$ cat config.mk
export PLATFORM = sky130hd
export DESIGN_NAME = debounce_port
export DESIGN_NICKNAME = d
export VERILOG_FILES = /design/src/rtl/dbp_pkg.sv /design/src/rtl/dbp_sync.sv /design/src/rtl/dbp_tick.sv /design/src/rtl/dbp_filter.sv /design/src/rtl/dbp_ctrl.sv /design/src/rtl/dbp_datapath.sv /design/src/rtl/debounce_port.sv
export SDC_FILE = /design/constraint.sdc
export NUM_CORES = 1
export LEC_CHECK = 0
export ABC_AREA = 1
export BUFFER_PORTS_ARGS = -buffer_cell sky130_fd_sc_hd__buf_4
export CAP_MARGIN = 20
export CORE_AREA = 10 10 95 97
export CTS_BUF_LIST = sky130_fd_sc_hd__clkbuf_16
export CTS_CLUSTER_DIAMETER = 50
export CTS_CLUSTER_SIZE = 12
export DETAILED_ROUTE_END_ITERATION = 8
export DIE_AREA = 0 0 105 107
export PLACE_DENSITY = 0.75
export SLEW_MARGIN = 20
export SYNTH_ARGS = -nofsm -noshare
export SYNTH_HDL_FRONTEND = slang
export SYNTH_HIERARCHICAL = 1
export SYNTH_SLANG_ARGS = --single-unit
$ cat constraint.sdc
create_clock -name clk -period 2.67 [get_ports clk]
set_clock_uncertainty 0.05 [all_clocks]
set_input_delay 0.534 -clock clk [delete_from_list [all_inputs] [get_ports clk]]
set_output_delay 0.534 -clock clk [all_outputs]
set_load 0.05 [all_outputs]
$ cat src/rtl/dbp_pkg.sv
package dbp_pkg;

  localparam int READY_BIT = 0;
  localparam int OVR_BIT   = 2;
  localparam int IE_BIT    = 8;

  typedef struct packed {
    logic dataRd;
    logic ctrlRd;
    logic ctrlWr;
  } busStrobes_t;

endpackage

$ cat src/rtl/dbp_sync.sv
module dbp_sync #(
  parameter int WIDTH  = 10,
  parameter int STAGES = 2
) (
  input  logic             clk,
  input  logic             rstN,
  input  logic [WIDTH-1:0] rawIn,
  output logic [WIDTH-1:0] syncOut
);

  logic [WIDTH-1:0] stageQ [STAGES];

  for (genvar s = 0; s < STAGES; s++) begin : g_stage
    if (s == 0) begin : g_first
      always_ff @(posedge clk or negedge rstN) begin
        if (!rstN) stageQ[s] <= '0;
        else       stageQ[s] <= rawIn;
      end
    end else begin : g_next
      always_ff @(posedge clk or negedge rstN) begin
        if (!rstN) stageQ[s] <= '0;
        else       stageQ[s] <= stageQ[s-1];
      end
    end
  end

  assign syncOut = stageQ[STAGES-1];

endmodule

$ cat src/rtl/dbp_tick.sv
module dbp_tick #(
  parameter int CLKS_PER_MS = 250000
) (
  input  logic clk,
  input  logic rstN,
  input  logic clear,
  output logic tick
);

  if (CLKS_PER_MS <= 1) begin : g_every
    assign tick = !clear;
  end else begin : g_div
    localparam int CW = $clog2(CLKS_PER_MS);
    localparam logic [CW-1:0] LAST = CW'(CLKS_PER_MS - 1);
    logic [CW-1:0] cntQ;

    assign tick = !clear && (cntQ == LAST);

    always_ff @(posedge clk or negedge rstN) begin
      if (!rstN)           cntQ <= '0;
      else if (clear)      cntQ <= '0;
      else if (cntQ == LAST) cntQ <= '0;
      else                 cntQ <= cntQ + 1'b1;
    end
  end

endmodule

$ cat src/rtl/dbp_filter.sv
module dbp_filter #(
  parameter int WIDTH     = 10,
  parameter int STABLE_MS = 10
) (
  input  logic             clk,
  input  logic             rstN,
  input  logic [WIDTH-1:0] syncIn,
  input  logic [WIDTH-1:0] heldVal,
  input  logic             tick,
  output logic             restart,
  output logic             commitNow,
  output logic [WIDTH-1:0] candidate
);

  localparam int CNT_W = (STABLE_MS > 1) ? $clog2(STABLE_MS) : 1;
  localparam logic [CNT_W-1:0] LAST = CNT_W'(STABLE_MS - 1);

  logic [WIDTH-1:0] candQ;
  logic [CNT_W-1:0] msCntQ;

  assign candidate = candQ;
  assign restart   = (syncIn != candQ);
  assign commitNow = tick && !restart && (msCntQ == LAST) && (candQ != heldVal);

  always_ff @(posedge clk or negedge rstN) begin
    if (!rstN) begin
      candQ  <= '0;
      msCntQ <= '0;
    end else if (restart) begin
      candQ  <= syncIn;
      msCntQ <= '0;
    end else if (tick && (msCntQ != LAST)) begin
      msCntQ <= msCntQ + 1'b1;
    end
  end

endmodule

$ cat src/rtl/dbp_ctrl.sv
module dbp_ctrl
  import dbp_pkg::*;
#(
  parameter int ADDR_W = 32,
  parameter logic [ADDR_W-1:0] DATA_ADDR = 32'hF000_0014,
  parameter logic [ADDR_W-1:0] CTRL_ADDR = 32'hF000_0114
) (
  input  logic              busValid,
  input  logic [ADDR_W-1:0] busAddr,
  input  logic              busWe,
  output busStrobes_t       strobes
);

  logic hitData, hitCtrl;

  always_comb begin
    hitData        = busValid && (busAddr == DATA_ADDR);
    hitCtrl        = busValid && (busAddr == CTRL_ADDR);
    strobes.dataRd = hitData && !busWe;
    strobes.ctrlRd = hitCtrl && !busWe;
    strobes.ctrlWr = hitCtrl && busWe;
  end

endmodule

$ cat src/rtl/dbp_datapath.sv
module dbp_datapath
  import dbp_pkg::*;
#(
  parameter int WIDTH = 10,
  parameter int BUS_W = 32
) (
  input  logic             clk,
  input  logic             rstN,
  input  busStrobes_t      strobes,
  input  logic [BUS_W-1:0] wrData,
  input  logic             commitNow,
  input  logic [WIDTH-1:0] candidate,
  output logic [BUS_W-1:0] rdData,
  output logic [WIDTH-1:0] dataHeld,
  output logic             readyBit,
  output logic             ovrBit,
  output logic             ieBit,
  output logic             irq
);

  logic [WIDTH-1:0] dataQ;
  logic readyQ, ovrQ, ieQ;
  logic [BUS_W-1:0] ctrlWord;

  always_ff @(posedge clk or negedge rstN) begin
    if (!rstN) begin
      dataQ  <= '0;
      readyQ <= 1'b0;
      ovrQ   <= 1'b0;
      ieQ    <= 1'b0;
    end else begin
      if (commitNow) dataQ <= candidate;

      if (commitNow)          readyQ <= 1'b1;
      else if (strobes.dataRd) readyQ <= 1'b0;

      if (commitNow && readyQ)                   ovrQ <= 1'b1;
      else if (strobes.ctrlWr && !wrData[OVR_BIT]) ovrQ <= 1'b0;

      if (strobes.ctrlWr) ieQ <= wrData[IE_BIT];
    end
  end

  always_comb begin
    ctrlWord            = '0;
    ctrlWord[READY_BIT] = readyQ;
    ctrlWord[OVR_BIT]   = ovrQ;
    ctrlWord[IE_BIT]    = ieQ;
    if (strobes.dataRd)      rdData = BUS_W'(dataQ);
    else if (strobes.ctrlRd) rdData = ctrlWord;
    else                     rdData = '0;
  end

  assign dataHeld = dataQ;
  assign readyBit = readyQ;
  assign ovrBit   = ovrQ;
  assign ieBit    = ieQ;
  assign irq      = readyQ && ieQ;

endmodule

$ cat src/rtl/debounce_port.sv
module debounce_port
  import dbp_pkg::*;
#(
  parameter int WIDTH       = 10,
  parameter int ADDR_W      = 32,
  parameter int BUS_W       = 32,
  parameter logic [ADDR_W-1:0] DATA_ADDR = 32'hF000_0014,
  parameter logic [ADDR_W-1:0] CTRL_ADDR = 32'hF000_0114,
  parameter int CLKS_PER_MS = 250000,
  parameter int STABLE_MS   = 10,
  parameter int SYNC_STAGES = 2
) (
  input  logic              clk,
  input  logic              rstN,
  input  logic [WIDTH-1:0]  rawIn,
  input  logic              busValid,
  input  logic [ADDR_W-1:0] busAddr,
  input  logic              busWe,
  input  logic [BUS_W-1:0]  busWrData,
  output logic [BUS_W-1:0]  busRdData,
  output logic              irq
);

  busStrobes_t      strobes;
  logic [WIDTH-1:0] syncVal, candidate, dataHeld;
  logic             msTick, restart, commitNow;
  logic             readyBit, ovrBit, ieBit;
  logic             dataReadStb, ctrlWriteStb;

  assign dataReadStb  = strobes.dataRd;
  assign ctrlWriteStb = strobes.ctrlWr;

  dbp_sync #(.WIDTH(WIDTH), .STAGES(SYNC_STAGES)) sync_i (
    .clk(clk), .rstN(rstN), .rawIn(rawIn), .syncOut(syncVal)
  );

  dbp_tick #(.CLKS_PER_MS(CLKS_PER_MS)) tick_i (
    .clk(clk), .rstN(rstN), .clear(restart), .tick(msTick)
  );

  dbp_filter #(.WIDTH(WIDTH), .STABLE_MS(STABLE_MS)) filt_i (
    .clk(clk), .rstN(rstN), .syncIn(syncVal), .heldVal(dataHeld),
    .tick(msTick), .restart(restart), .commitNow(commitNow),
    .candidate(candidate)
  );

  dbp_ctrl #(.ADDR_W(ADDR_W), .DATA_ADDR(DATA_ADDR), .CTRL_ADDR(CTRL_ADDR)) ctrl_i (
    .busValid(busValid), .busAddr(busAddr), .busWe(busWe), .strobes(strobes)
  );

  dbp_datapath #(.WIDTH(WIDTH), .BUS_W(BUS_W)) dp_i (
    .clk(clk), .rstN(rstN), .strobes(strobes), .wrData(busWrData),
    .commitNow(commitNow), .candidate(candidate), .rdData(busRdData),
    .dataHeld(dataHeld), .readyBit(readyBit), .ovrBit(ovrBit),
    .ieBit(ieBit), .irq(irq)
  );

endmodule

### After elaboration in Yosys (flattened, before gate mapping)

Cells that the tools add are included.
W data, S select, Z words.

* output and inout port bits: 33
* word-level logic and storage cells: 47
* register bits: 65

* mux-type cells: 10
* equal/unequal tests: 7
* $add $sub $neg: 2
* reduce and logical (&&, ||, !) cells: 19

Operator list (number)
* $eq A32 B32 Y1 const B: 2
* $mux W18: 2
* $mux W32: 1
* $ne A10 B10 Y1: 2
* $add A18 B1 Y18 const B: 1
* $eq A18 B18 Y1 const B: 1
* $logic_and A1 B1 Y1: 13
* $mux W9: 1
* $mux W4: 2
* $reduce_bool A2 Y1: 3
* $add A4 B1 Y4 const B: 1
* $eq A4 B4 Y1 const B: 1
* $mux W1: 4
* $ne A4 B4 Y1 const B: 1
* $logic_not A1 Y1: 3

### Depth between registers and ports, before layout

Gate-level depths: netlist (run 1).

* word-level depth: 8
* mapped depth: 18
* gate-level depth less buffers: 15

### Hierarchy

Netlist (run 1), hierarchy kept.

Modules (own cells, without submodules)
* dbp_tick: cells an instance 130, times used 1, area an instance 999.7 µm²
* dbp_filter: cells an instance 110, times used 1, area an instance 827.0 µm²
* dbp_datapath: cells an instance 106, times used 1, area an instance 777.0 µm²
* dbp_sync: cells an instance 30, times used 1, area an instance 575.6 µm²
* dbp_ctrl: cells an instance 38, times used 1, area an instance 155.1 µm²

### Worst setup path after synthesis (run 1)

No wires, ideal clock.

* path type: input -> output
* start: input port busAddr[9]
* end: output port busRdData[0]
* buffers on the path: 0
* required time: 2.086 ns
* cell stages on the path: 6
* setup slack: 0.442 ns
* arrival time: 1.644 ns
* cell sequence: or2_0 > nor2_1 > nand3_1 > nor3_1 > nand3_1 > nand2_1

RTL lines
* start: declaration: line debounce_port.sv:17 `input logic [ADDR_W-1:0] busAddr,`
* end: declaration: line debounce_port.sv:20 `output logic [BUS_W-1:0] busRdData,`

==> key figures, run 1 <==
Outcome
  – Outcome: finished, final reports clean

Floorplanning
  – Overall die area: 11200 µm²
  – Initial Utilization: 0.467
  – X dimension of the die: 105 µm
  – Core Region: 7140 µm²
  – I/O pin cnt: 111
  – Die height: 107 µm
  – # rows: 31

Detailed routing
  – Routed wire per std cell: 11.5 µm
  – Remaining number of nets flagged by the antenna check after routing: 0
  – Via count of the routed design: 2495
  – WL final: 6.54 mm
  – DR pass1 iterations: 5
  – Vias per Instance: 4.41
  – First DRT Iteration DRCs: 102
  – Total DRC errors in the routed layout: 0

STA
  – Worst slew slack as a fraction of its limit: 0.483
  – Clock period minus worst slack: 2.41 ns
  – Final worst path period share: 0.901
  – Finish-stage setup viols: 0
  – Least setup slack across all paths after layout: 0.265 ns
  – Slew at the pin closest to its max-slew limit: 0.776 ns
  – Maximum operating frequency: 416 MHz
  – Max-slew violation total from the final report: 0
  – Total count of hold-check failures in the final report: 0
  – Setup repair after global routing missed its margin: false
  – Setup_tns: 0 ns

Setup path
  – Startpoint type of the worst setup path: input pin
  – Arrival time reported for the critical path endpoint: 1.82 ns
  – Endpoint type of the worst setup path: primary output
  – Required time at the worst-slack endpoint: 2.09 ns
  – Worst path slowest cell: sky130_fd_sc_hd__nor3_1
  – Max incr delay on CP: 0.31 ns
  – Sequence of cells on the critical path: buf_4 > or2_0 > nor2_1 > nand3_1 > nor3_1 > nand3_1 > nand2_1 > buf_4
  – Largest driver fanout on the critical path: 3
  – Startpoint-to-endpoint class of the critical path: input pin to primary output

GRT
  – Initial antenna violation count: 0
  – Wire length of the first global-routing pass: 10.9 mm
  – Via count of the first global-routing pass: 2433
  – Overall Global Routing Usage: 0.118
  – Largest net degree at the start of global routing: 66
  – Global route overflow: 0

CTS
  – Inserted Clock Buffers: 9
  – Clk root buf: sky130_fd_sc_hd__clkbuf_16
  – # Post-CTS Setup Buffers: 0
  – Clock transition at the registers of the reported paths: 0.05 ns
  – CTS hold repair buffers: 0
  – Clock Tree Buf Depth: 2
  – Number of clock sinks: 65
  – Source-to-sink clock delay at the later pin of the worst-skew pair: 0.33 ns
  – Number of gates resized after CTS: 0
  – H-tree depth: 3
  – Clock tree from TritonCTS: done

Cells and area
  – Final std cells w/o fill: 566
  – Final antenna diode count: 0
  – Layout cell share with drive strength beyond 1: 0.197
  – Filler cells: 650
  – Layout net count: 544
  – Combined area of the multi-input logic cells: 1290 µm²
  – Synth-to-layout area growth: 18.6%
  – Total area of sequential cells: 1630 µm²

Place
  – Post-Place Cells: 551
  – Port Buffer Count: 58
  – Hpwl dp: 4.90 mm
  – Final RePlAce weighted congestion: 0.832
  – Placement-stage worst setup slack: 0.253 ns

Synth
  – Mapped Area: 3330 µm²
  – Count of unique library cells instantiated by Yosys: 24
  – Area leader, netlist: sky130_fd_sc_hd__dfrtp_1
  – Post-Synthesis Mean Instance Area: 8.05 µm²
  – Count of state elements after synthesis: 65
  – Post-synth top area share: 0.488
  – Synthesized instance count: 414
  – Post-synthesis sequential area ratio: 0.488
  – Warning count from the yosys run: 6
  – Cells taking the most area after synthesis: sky130_fd_sc_hd__dfrtp_1 49%, sky130_fd_sc_hd__nand2_1 12%, sky130_fd_sc_hd__buf_4 7.7%

Worst hold path
  – Hold/Removal Path Class: input pin to asynchronous set/reset pin

Power
  – Lkg Pwr: 1.95 nW
  – Power density of the placed cells: 555 nW/µm²
  – Peak supply drop: 326 µV

Job
  – Count of max-cap constraint violations: 0
## state kept, by name, indices dropped and copies added (netlist names)
signal and cells:
filt_i/candidate 10, tick_i/g_div.cntQ 18, dp_i/dataHeld 10, sync_i/stageQ 10, sync_i/syncOut 10, dp_i/readyBit 1, filt_i/msCntQ 4, dp_i/ovrBit 1
dp_i/ieBit 1
## layout make-up
class / instances / area share
Clock buffer: 9 / 0.0569
Clock inverter: 6 / 0.00696
Inverter: 49 / 0.0465
Multi-Input combinational cell: 275 / 0.327
Sequential cell: 65 / 0.411
Tap cell: 99 / 0.0313
Timing Repair Buffer: 63 / 0.120
## path summary, 6_finish.rpt
| path | start | to | slack, ns | cells after the start |
|---|---|---|---|---|
| max | busAddr[9] | busRdData[2] | 0.26 | 8 |
| min | rstN | tick_i/g_div.cntQ[13] | 0.23 | 1 |
| max reg2reg | tick_i/g_div.cntQ[0] | dp_i/dataHeld[6] | 0.38 | 12 |
| min reg2reg | sync_i/stageQ[19] | sync_i/syncOut[9] | 0.29 | 0 |
| max in group asynchronous | rstN | sync_i/stageQ[19] | 1.82 | 1 |
| min in group clk | rawIn[4] | sync_i/stageQ[14] | 0.26 | 1 |
## Yosys cell counts (all sizes together)
cell type,instances
nand2,114
nor2,73
dfrtp,65
inv,49
buf,35
nand3,17
xnor2,14
clkbuf,11
xor2,10
nor3,7
a21oi,4
o21ai,4
ha,3
nand4,3
a31oi,1
and2,1
conb,1
nor3b,1
or2,1
## routing by layer
layer / wire length, µm / share of wire / GRT usage
met1: 2950 / 0.45 / 0.138
met2: 3000 / 0.46 / 0.189
met3: 523 / 0.080 / 0.0473
met4: 62 / 0.0095 / 0.0520
met5: 0 / 0 / 0
## critical path: cells and delay by family
family                 cells  cell delay, ns
AND/OR/NAND/NOR            6            0.99
buffers and inverters      2            0.29
## cells in the final DEF, fill, tap and decap left out, drive strengths merged
cell type | synthesis | layout
nand2 | 114 | 114
nor2 | 73 | 73
nor3 | 7 | 7
xor2 | 10 | 10
and2 | 1 | 1
or2 | 1 | 1
buf | 35 | 63
clkinv | 0 | 5
nor3b | 1 | 1
clkbuf | 11 | 9
o21ai | 4 | 4
nand4 | 3 | 3
conb | 1 | 22
ha | 3 | 3
xnor2 | 14 | 14
a21oi | 4 | 4
a31oi | 1 | 1
inv | 49 | 50
dfrtp | 65 | 65
nand3 | 17 | 17
## through the flow
stage / instance area [µm²] / total power [W] / hold WS, ns / utilization
3_5_place_dp: 3700 / 0.00122 / 0.286 / 0.519
2_1_floorplan: 3410 / 0.00118 / 0.188 / -
3_3_place_gp: 3700 / 0.00122 / 0.283 / 0.519
6_report: 3960 / 0.00219 / 0.229 / 0.554
5_1_grt: 3960 / 0.00228 / 0.248 / 0.554
4_1_cts: 3960 / 0.00222 / 0.253 / 0.554
## logic make-up after synthesis
logic type / count (synthesis) / synth area share
compound gates: 9 / 0.0139
xor+xnor: 24 / 0.0630
fa+ha+maj: 3 / 0.0113
buf+inv: 95 / 0.147
flops: 65 / 0.488
other cells: 1 / 0.00112
simple gates: 217 / 0.275
## report_power, final
group	switching, W	total, W	internal [W]
Combinational	0.000114	0.000176	0.0000618
Clock	0.000383	0.000990	0.000607
Sequential	0.0000172	0.00103	0.00101
Total	0.000515	0.00219	0.00168
Power figures use the tool's default switching activity.
==> inputs of run 2 (changes only) <==
--- a/config.mk
+++ b/config.mk
@@ -15,6 +15,7 @@
 export DETAILED_ROUTE_END_ITERATION = 8
 export DIE_AREA = 0 0 105 107
 export PLACE_DENSITY = 0.75
+export SETUP_SLACK_MARGIN = 0.4
 export SLEW_MARGIN = 20
 export SYNTH_ARGS = -nofsm -noshare
 export SYNTH_HDL_FRONTEND = slang
==> run 2 against run 1 <==
Effect of this change: critical path depth unchanged; count of clock-buffer cells in the layout unchanged; routed wire length up 5.2%; sequential power about the same; sequential cell count unchanged; register-to-register slack better by 0.33 ns; power up 0.44%; sequential share of layout area down 2.5 points; combinational power up 5%; maximum frequency up 5.1%.
==> key figures, run 2 (synthesized netlist as in run 1, its figures left out) <==
Outcome
  – Outcome: finished, final reports clean

Power
  – Peak supply drop: 326 µV (about the same)
  – Total power of the final layout: 0.00220 W (+0.44%)
  – Power density of the placed cells: 523 nW/µm² (-5.6%)
  – Lkg Pwr: 2.05 nW (+4.9%)

Cells and area
  – Combined area of the multi-input logic cells: 1420 µm² (+9.8%)
  – Total area of sequential cells: 1630 µm² (unchanged)
  – Flip-flop count of the largest register after layout: 18 (unchanged)
  – Commonest non-fill, non-tap cells in the layout: 99 x sky130_fd_sc_hd__nand2_1, 65 x sky130_fd_sc_hd__dfrtp_1, 54 x sky130_fd_sc_hd__nor2_1, 54 x sky130_fd_sc_hd__buf_4, 42 x sky130_fd_sc_hd__inv_1
  – Layout cell share with drive strength beyond 1: 0.276 (+0.0794)
  – Final std cells w/o fill: 573 (+1.2%)
  – Synth-to-layout area growth: 26.2%
  – Final antenna diode count: 0 (unchanged)
  – Register ranked first by flip-flop count: tick_i/g_div.cntQ
  – Commonest non-fill, non-tap cell in the layout: sky130_fd_sc_hd__nand2_1
  – Filler cells: 610 (-6.2%)
  – Layout net count: 551 (+1.3%)

STA
  – Final worst path period share: 0.857 (-0.0437)
  – Maximum operating frequency: 437 MHz (+5.1%)
  – Setup repair after global routing missed its margin: true
  – Worst slew slack as a fraction of its limit: 0.480 (-0.00292)
  – Setup_tns: 0 ns (unchanged)
  – Finish-stage setup viols: 0 (unchanged)
  – Slew at the pin closest to its max-slew limit: 0.780 ns (+0.00438 ns)
  – Total count of hold-check failures in the final report: 0 (unchanged)
  – Least setup slack across all paths after layout: 0.381 ns (+0.117 ns)
  – Clock period minus worst slack: 2.29 ns (-0.117 ns)
  – Max-slew violation total from the final report: 0 (unchanged)

CTS
  – Clk root buf: sky130_fd_sc_hd__clkbuf_16
  – H-tree depth: 3 (unchanged)
  – Source-to-sink clock delay at the later pin of the worst-skew pair: 0.32 ns (about the same)
  – Inserted Clock Buffers: 9 (unchanged)
  – Number of clock sinks: 65 (unchanged)
  – Clock transition at the registers of the reported paths: 0.05 ns (about the same)
  – Clock Tree Buf Depth: 2 (unchanged)
  – Clock tree from TritonCTS: done

Floorplanning
  – # rows: 31 (unchanged)
  – Initial Utilization: 0.467 (unchanged)
  – Overall die area: 11200 µm² (unchanged)
  – I/O pin cnt: 111 (unchanged)
  – X dimension of the die: 105 µm (unchanged)
  – Core Region: 7140 µm² (unchanged)
  – Die height: 107 µm (unchanged)

Detailed routing
  – Via count of the routed design: 2593 (+3.9%)
  – Total DRC errors in the routed layout: 0 (unchanged)
  – Routed wire per std cell: 12.0 µm (+3.9%)
  – WL final: 6.88 mm (+5.2%)
  – Vias per Instance: 4.53 (+2.7%)
  – DR pass1 iterations: 4 (-1)
  – First DRT Iteration DRCs: 106 (+3.9%)
  – Remaining number of nets flagged by the antenna check after routing: 0 (unchanged)

GRT
  – Overall Global Routing Usage: 0.121 (+0.00304)
  – Via count of the first global-routing pass: 2500 (+2.8%)
  – Global route overflow: 0 (unchanged)
  – Initial antenna violation count: 0 (unchanged)
  – Wire length of the first global-routing pass: 11.2 mm (+2.7%)
  – Largest net degree at the start of global routing: 66 (unchanged)

Setup path
  – Endpoint type of the worst setup path: primary output
  – Largest driver fanout on the critical path: 3 (unchanged)
  – Startpoint type of the worst setup path: input pin
  – Critical R2R Capture: dp_i/dataHeld[9]
  – Worst reg2reg setup slack: 0.71 ns (+0.33 ns)
  – Required time at the worst-slack endpoint: 2.09 ns (about the same)
  – R2r startpoint: tick_i/g_div.cntQ[0]
  – Startpoint-to-endpoint class of the critical path: input pin to primary output
  – Arrival time reported for the critical path endpoint: 1.70 ns (-0.12 ns)
  – Worst-case reg-to-reg path depth: 12 (unchanged)

Place
  – Hpwl dp: 4.90 mm (unchanged)
  – Post-Place Cells: 551 (unchanged)
  – Port Buffer Count: 58 (unchanged)
  – Final RePlAce weighted congestion: 0.832 (unchanged)
  – Placement-stage worst setup slack: 0.253 ns (unchanged)

Job
  – Count of max-cap constraint violations: 0 (unchanged)

Worst hold path
  – Hold/Removal Path Class: input pin to asynchronous set/reset pin
==> run 2: cell type report <==
type	count	area share
Sequential cell	65	0.386
Multi-Input combinational cell	275	0.338
Clock buffer	9	0.0535
Clock inverter	6	0.00654
Inverter	49	0.0437
Tap cell	99	0.0294
Timing Repair Buffer	70	0.143
==> run 2: repair_timing <==
item / CTS / global route
setup endpoints to repair: 14 / 23
gates resized for setup: 12 / 49
pin swaps: 2 / 17
setup buffers: 7 / 0
hold buffers: 0 / 0
==> run 2: worst max path at each step <==
stage,start,end,cells past startpoint
floorplan,busAddr[9],busRdData[0],6
global placement,busAddr[9],busRdData[0],8
detailed placement,busAddr[9],busRdData[0],8
CTS,busAddr[9],busRdData[0],8
global route,busAddr[13],busRdData[0],8
finish,busAddr[13],busRdData[0],8
==> run 2: report_power, final <==
| part | switching [W] | internal (W) |
|---|---|---|
| logic | 0.000119 | 0.0000652 |
| clock network | 0.000385 | 0.000607 |
| registers | 0.0000171 | 0.00101 |
==> run 2: per-layer routing <==
metal	track usage	wire length, µm
met1	0.142	3030
met2	0.195	3270
met3	0.0473	514
met4	0.0520	68
met5	0	0
==> run 2: critical path, cell delays in order <==
cell                      delay, ns
sky130_fd_sc_hd__buf_6         0.09
sky130_fd_sc_hd__or2_0         0.22
sky130_fd_sc_hd__nor2_2        0.14
sky130_fd_sc_hd__nand3_2       0.12
sky130_fd_sc_hd__nor3_4        0.24
sky130_fd_sc_hd__nand3_1       0.10
sky130_fd_sc_hd__nand2_1       0.09
sky130_fd_sc_hd__buf_6         0.16
==> run 2: per-stage QoR <==
step | utilization | instance area (µm²) | hold WS (ns)
4_1_cts | 0.568 | 4050 | 0.253
2_1_floorplan | - | 3410 | 0.188
5_1_grt | 0.590 | 4210 | 0.248
3_5_place_dp | 0.519 | 3700 | 0.286
3_3_place_gp | 0.519 | 3700 | 0.283
6_report | 0.590 | 4210 | 0.220
==> inputs of run 3 (changes only) <==
--- a/config.mk
+++ b/config.mk
@@ -15,7 +15,6 @@
 export DETAILED_ROUTE_END_ITERATION = 8
 export DIE_AREA = 0 0 105 107
 export PLACE_DENSITY = 0.75
-export SETUP_SLACK_MARGIN = 0.4
 export SLEW_MARGIN = 20
 export SYNTH_ARGS = -nofsm -noshare
 export SYNTH_HDL_FRONTEND = slang
==> constraint.sdc (replaced) <==
create_clock -name clk -period 2.67 [get_ports clk]
set_clock_uncertainty 0.05 [all_clocks]
set_input_delay 0.1335 -clock clk [delete_from_list [all_inputs] [get_ports clk]]
set_output_delay 0.1335 -clock clk [all_outputs]
set_load 0.05 [all_outputs]
==> run 3 against run 2 <==
Effect of this change: sequential cell count did not move; clock power rose by 16%; global-route usage fell by 0.32 points; worst hold slack got worse by 0.18 ns; sequential power barely moved; count of clock-buffer cells in the layout did not move; largest cell class unchanged; highest routed layer unchanged.
==> key figures, run 3 (synthesized netlist as in run 1, its figures left out) <==
Outcome
  – Outcome: finished, final reports clean

GRT
  – Largest net degree at the start of global routing: 66 (unchanged)
  – Global route overflow: 0 (unchanged)
  – Overall Global Routing Usage: 0.118 (-0.00316)
  – Via count of the first global-routing pass: 2430 (-2.8%)
  – Wire length of the first global-routing pass: 11.0 mm (-2.3%)
  – Initial antenna violation count: 0 (unchanged)

Cells and area
  – Synth-to-layout area growth: 23.3%
  – Filler cells: 639 (+4.8%)
  – Layout net count: 555 (+0.73%)
  – Flip-flop count of the largest register after layout: 18 (unchanged)
  – Register ranked first by flip-flop count: tick_i/g_div.cntQ
  – Commonest non-fill, non-tap cells in the layout: 109 x sky130_fd_sc_hd__nand2_1, 65 x sky130_fd_sc_hd__dfrtp_1, 63 x sky130_fd_sc_hd__nor2_1, 62 x sky130_fd_sc_hd__buf_4, 48 x sky130_fd_sc_hd__inv_1
  – Commonest non-fill, non-tap cell in the layout: sky130_fd_sc_hd__nand2_1
  – Layout cell share with drive strength beyond 1: 0.196 (-0.0801)
  – Final antenna diode count: 0 (unchanged)

Job
  – Count of max-cap constraint violations: 0 (unchanged)

STA
  – Setup repair after global routing missed its margin: false
  – Worst slew slack as a fraction of its limit: 0.484 (+0.00421)
  – Total count of hold-check failures in the final report: 0 (unchanged)
  – Slew at the pin closest to its max-slew limit: 0.774 ns (-0.00631 ns)
  – Setup_tns: 0 ns (unchanged)
  – Maximum operating frequency: 443 MHz (+1.3%)
  – Least setup slack across all paths after layout: 0.410 ns (+0.0291 ns)
  – Clock period minus worst slack: 2.26 ns (-0.0291 ns)
  – Finish-stage setup viols: 0 (unchanged)
  – Max-slew violation total from the final report: 0 (unchanged)
  – Final worst path period share: 0.846 (-0.0109)
  – Worst-case hold slack: 0.0374 ns (-0.183 ns)

Floorplanning
  – I/O pin cnt: 111 (unchanged)
  – Initial Utilization: 0.467 (unchanged)
  – Overall die area: 11200 µm² (unchanged)
  – X dimension of the die: 105 µm (unchanged)
  – # rows: 31 (unchanged)
  – Die height: 107 µm (unchanged)
  – Core Region: 7140 µm² (unchanged)

Place
  – Hpwl dp: 4.83 mm (-1.4%)
  – Placement-stage worst setup slack: 0.418 ns (+0.165 ns)
  – Final RePlAce weighted congestion: 0.825 (-0.93%)
  – Port Buffer Count: 58 (unchanged)

Power
  – Peak supply drop: 339 µV (+4.0%)
  – Power density of the placed cells: 576 nW/µm² (+10%)
  – Lkg Pwr: 2.00 nW (-2.3%)

Setup path
  – Startpoint-to-endpoint class of the critical path: flop to flop
  – Worst-case reg-to-reg path depth: 12 (unchanged)
  – Largest driver fanout on the critical path: 11 (+8)
  – Required time at the worst-slack endpoint: 2.84 ns (+0.75 ns)
  – Startpoint type of the worst setup path: flop
  – Endpoint type of the worst setup path: flop
  – Arrival time reported for the critical path endpoint: 2.43 ns (+0.73 ns)

Worst hold path
  – Instance count along the most critical hold path: 5
  – Hold/Removal Path Class: input pin to flop

Detailed routing
  – Via count of the routed design: 2548 (-1.7%)
  – Total DRC errors in the routed layout: 0 (unchanged)
  – DR pass1 iterations: 4 (unchanged)
  – Routed wire per std cell: 11.3 µm (-5.9%)
  – Vias per Instance: 4.41 (-2.6%)
  – Remaining number of nets flagged by the antenna check after routing: 0 (unchanged)
  – First DRT Iteration DRCs: 95 (-10%)
  – WL final: 6.53 mm (-5.1%)

CTS
  – H-tree depth: 3 (unchanged)
  – Clock tree from TritonCTS: done
  – Clk root buf: sky130_fd_sc_hd__clkbuf_16
  – Clock Tree Buf Depth: 2 (unchanged)
  – Inserted Clock Buffers: 9 (unchanged)
  – Number of clock sinks: 65 (unchanged)
  – Number of gates resized after CTS: 0 (-12)
  – Source-to-sink clock delay at the later pin of the worst-skew pair: 0.33 ns (about the same)
  – Clock transition at the registers of the reported paths: 0.06 ns (about the same)
[run 3: changes by cell type in the layout (fill, tap and decap cells not counted), moves of 6 or more]
cell | previous run | this run
sky130_fd_sc_hd__buf_4 | 54 | 62
sky130_fd_sc_hd__buf_6 | 12 | 0
sky130_fd_sc_hd__dlygate4sd3_1 | 0 | 12
sky130_fd_sc_hd__inv_1 | 42 | 48
sky130_fd_sc_hd__inv_2 | 8 | 1
sky130_fd_sc_hd__nand2_1 | 99 | 109
sky130_fd_sc_hd__nand2_2 | 12 | 5
sky130_fd_sc_hd__nor2_1 | 54 | 63
[run 3: area by class of cell]
class	count	area (µm²)	share of cell area
inverters	49	184	0.0447
well taps	99	124	0.0301
clock buffers	9	225	0.0548
clock inverters	7	71.3	0.0173
flip-flops and latches	65	1630	0.396
multi-input cells	275	1290	0.315
repair buffers	74	586	0.142
[run 3: critical path, cell delays in order (launching register included)]
cell                      delay, ns
sky130_fd_sc_hd__dfrtp_1       0.36
sky130_fd_sc_hd__ha_1          0.17
sky130_fd_sc_hd__nand2_1       0.11
sky130_fd_sc_hd__nor2_4        0.17
sky130_fd_sc_hd__nand3_1       0.26
sky130_fd_sc_hd__nor2_1        0.29
sky130_fd_sc_hd__inv_1         0.06
sky130_fd_sc_hd__nor2_1        0.10
sky130_fd_sc_hd__nand3_1       0.08
sky130_fd_sc_hd__nor2_1        0.20
sky130_fd_sc_hd__inv_2         0.15
sky130_fd_sc_hd__nand2_1       0.09
sky130_fd_sc_hd__nand2_1       0.05
[run 3: final timing paths]
kind / start / endpoint / slack (ns)
hold / removal: busWrData[2] / dp_i/ovrBit / 0.04
setup / recovery: tick_i/g_div.cntQ[0] / dp_i/dataHeld[1] / 0.41
hold reg to reg: sync_i/stageQ[16] / sync_i/syncOut[6] / 0.29
min in group asynchronous: rstN / tick_i/g_div.cntQ[14] / 0.36
max in group asynchronous: rstN / filt_i/msCntQ[0] / 1.68
setup reg to reg: tick_i/g_div.cntQ[0] / dp_i/dataHeld[1] / 0.41
[run 3: layer usage]
layer | routed length [µm] | vias to the layer above | track usage
li1 | - | 1300 | -
met1 | 2980 | 1145 | 0.145
met2 | 2980 | 92 | 0.185
met3 | 446 | 11 | 0.0365
met4 | 128 | 0 | 0.0588
met5 | 0 | - | 0
[run 3: where the power goes]
group          leakage (nW)  internal (W)  switching, W  total, W
registers             0.823       0.00101     0.0000173   0.00103
clock network         0.137      0.000719      0.000431   0.00115
logic                  1.04     0.0000732      0.000116  0.000190
total                  2.00       0.00180      0.000565   0.00237
[run 3: per-stage QoR]
step / instances / total power, W / utilization / area (µm²)
3_3_place_gp: 550 / 0.00122 / 0.518 / 3690
5_1_grt: 578 / 0.00246 / 0.576 / 4110
6_report: 578 / 0.00237 / 0.576 / 4110
2_1_floorplan: 435 / 0.00118 / - / 3410
4_1_cts: 578 / 0.00239 / 0.576 / 4110
3_5_place_dp: 550 / 0.00122 / 0.518 / 3690
[run 3: what timing repair did]
action | 4_1_cts | 5_1_grt
setup buffers | 0 | 0
hold buffers | 12 | 0
hold endpoints to repair | 76 | 0
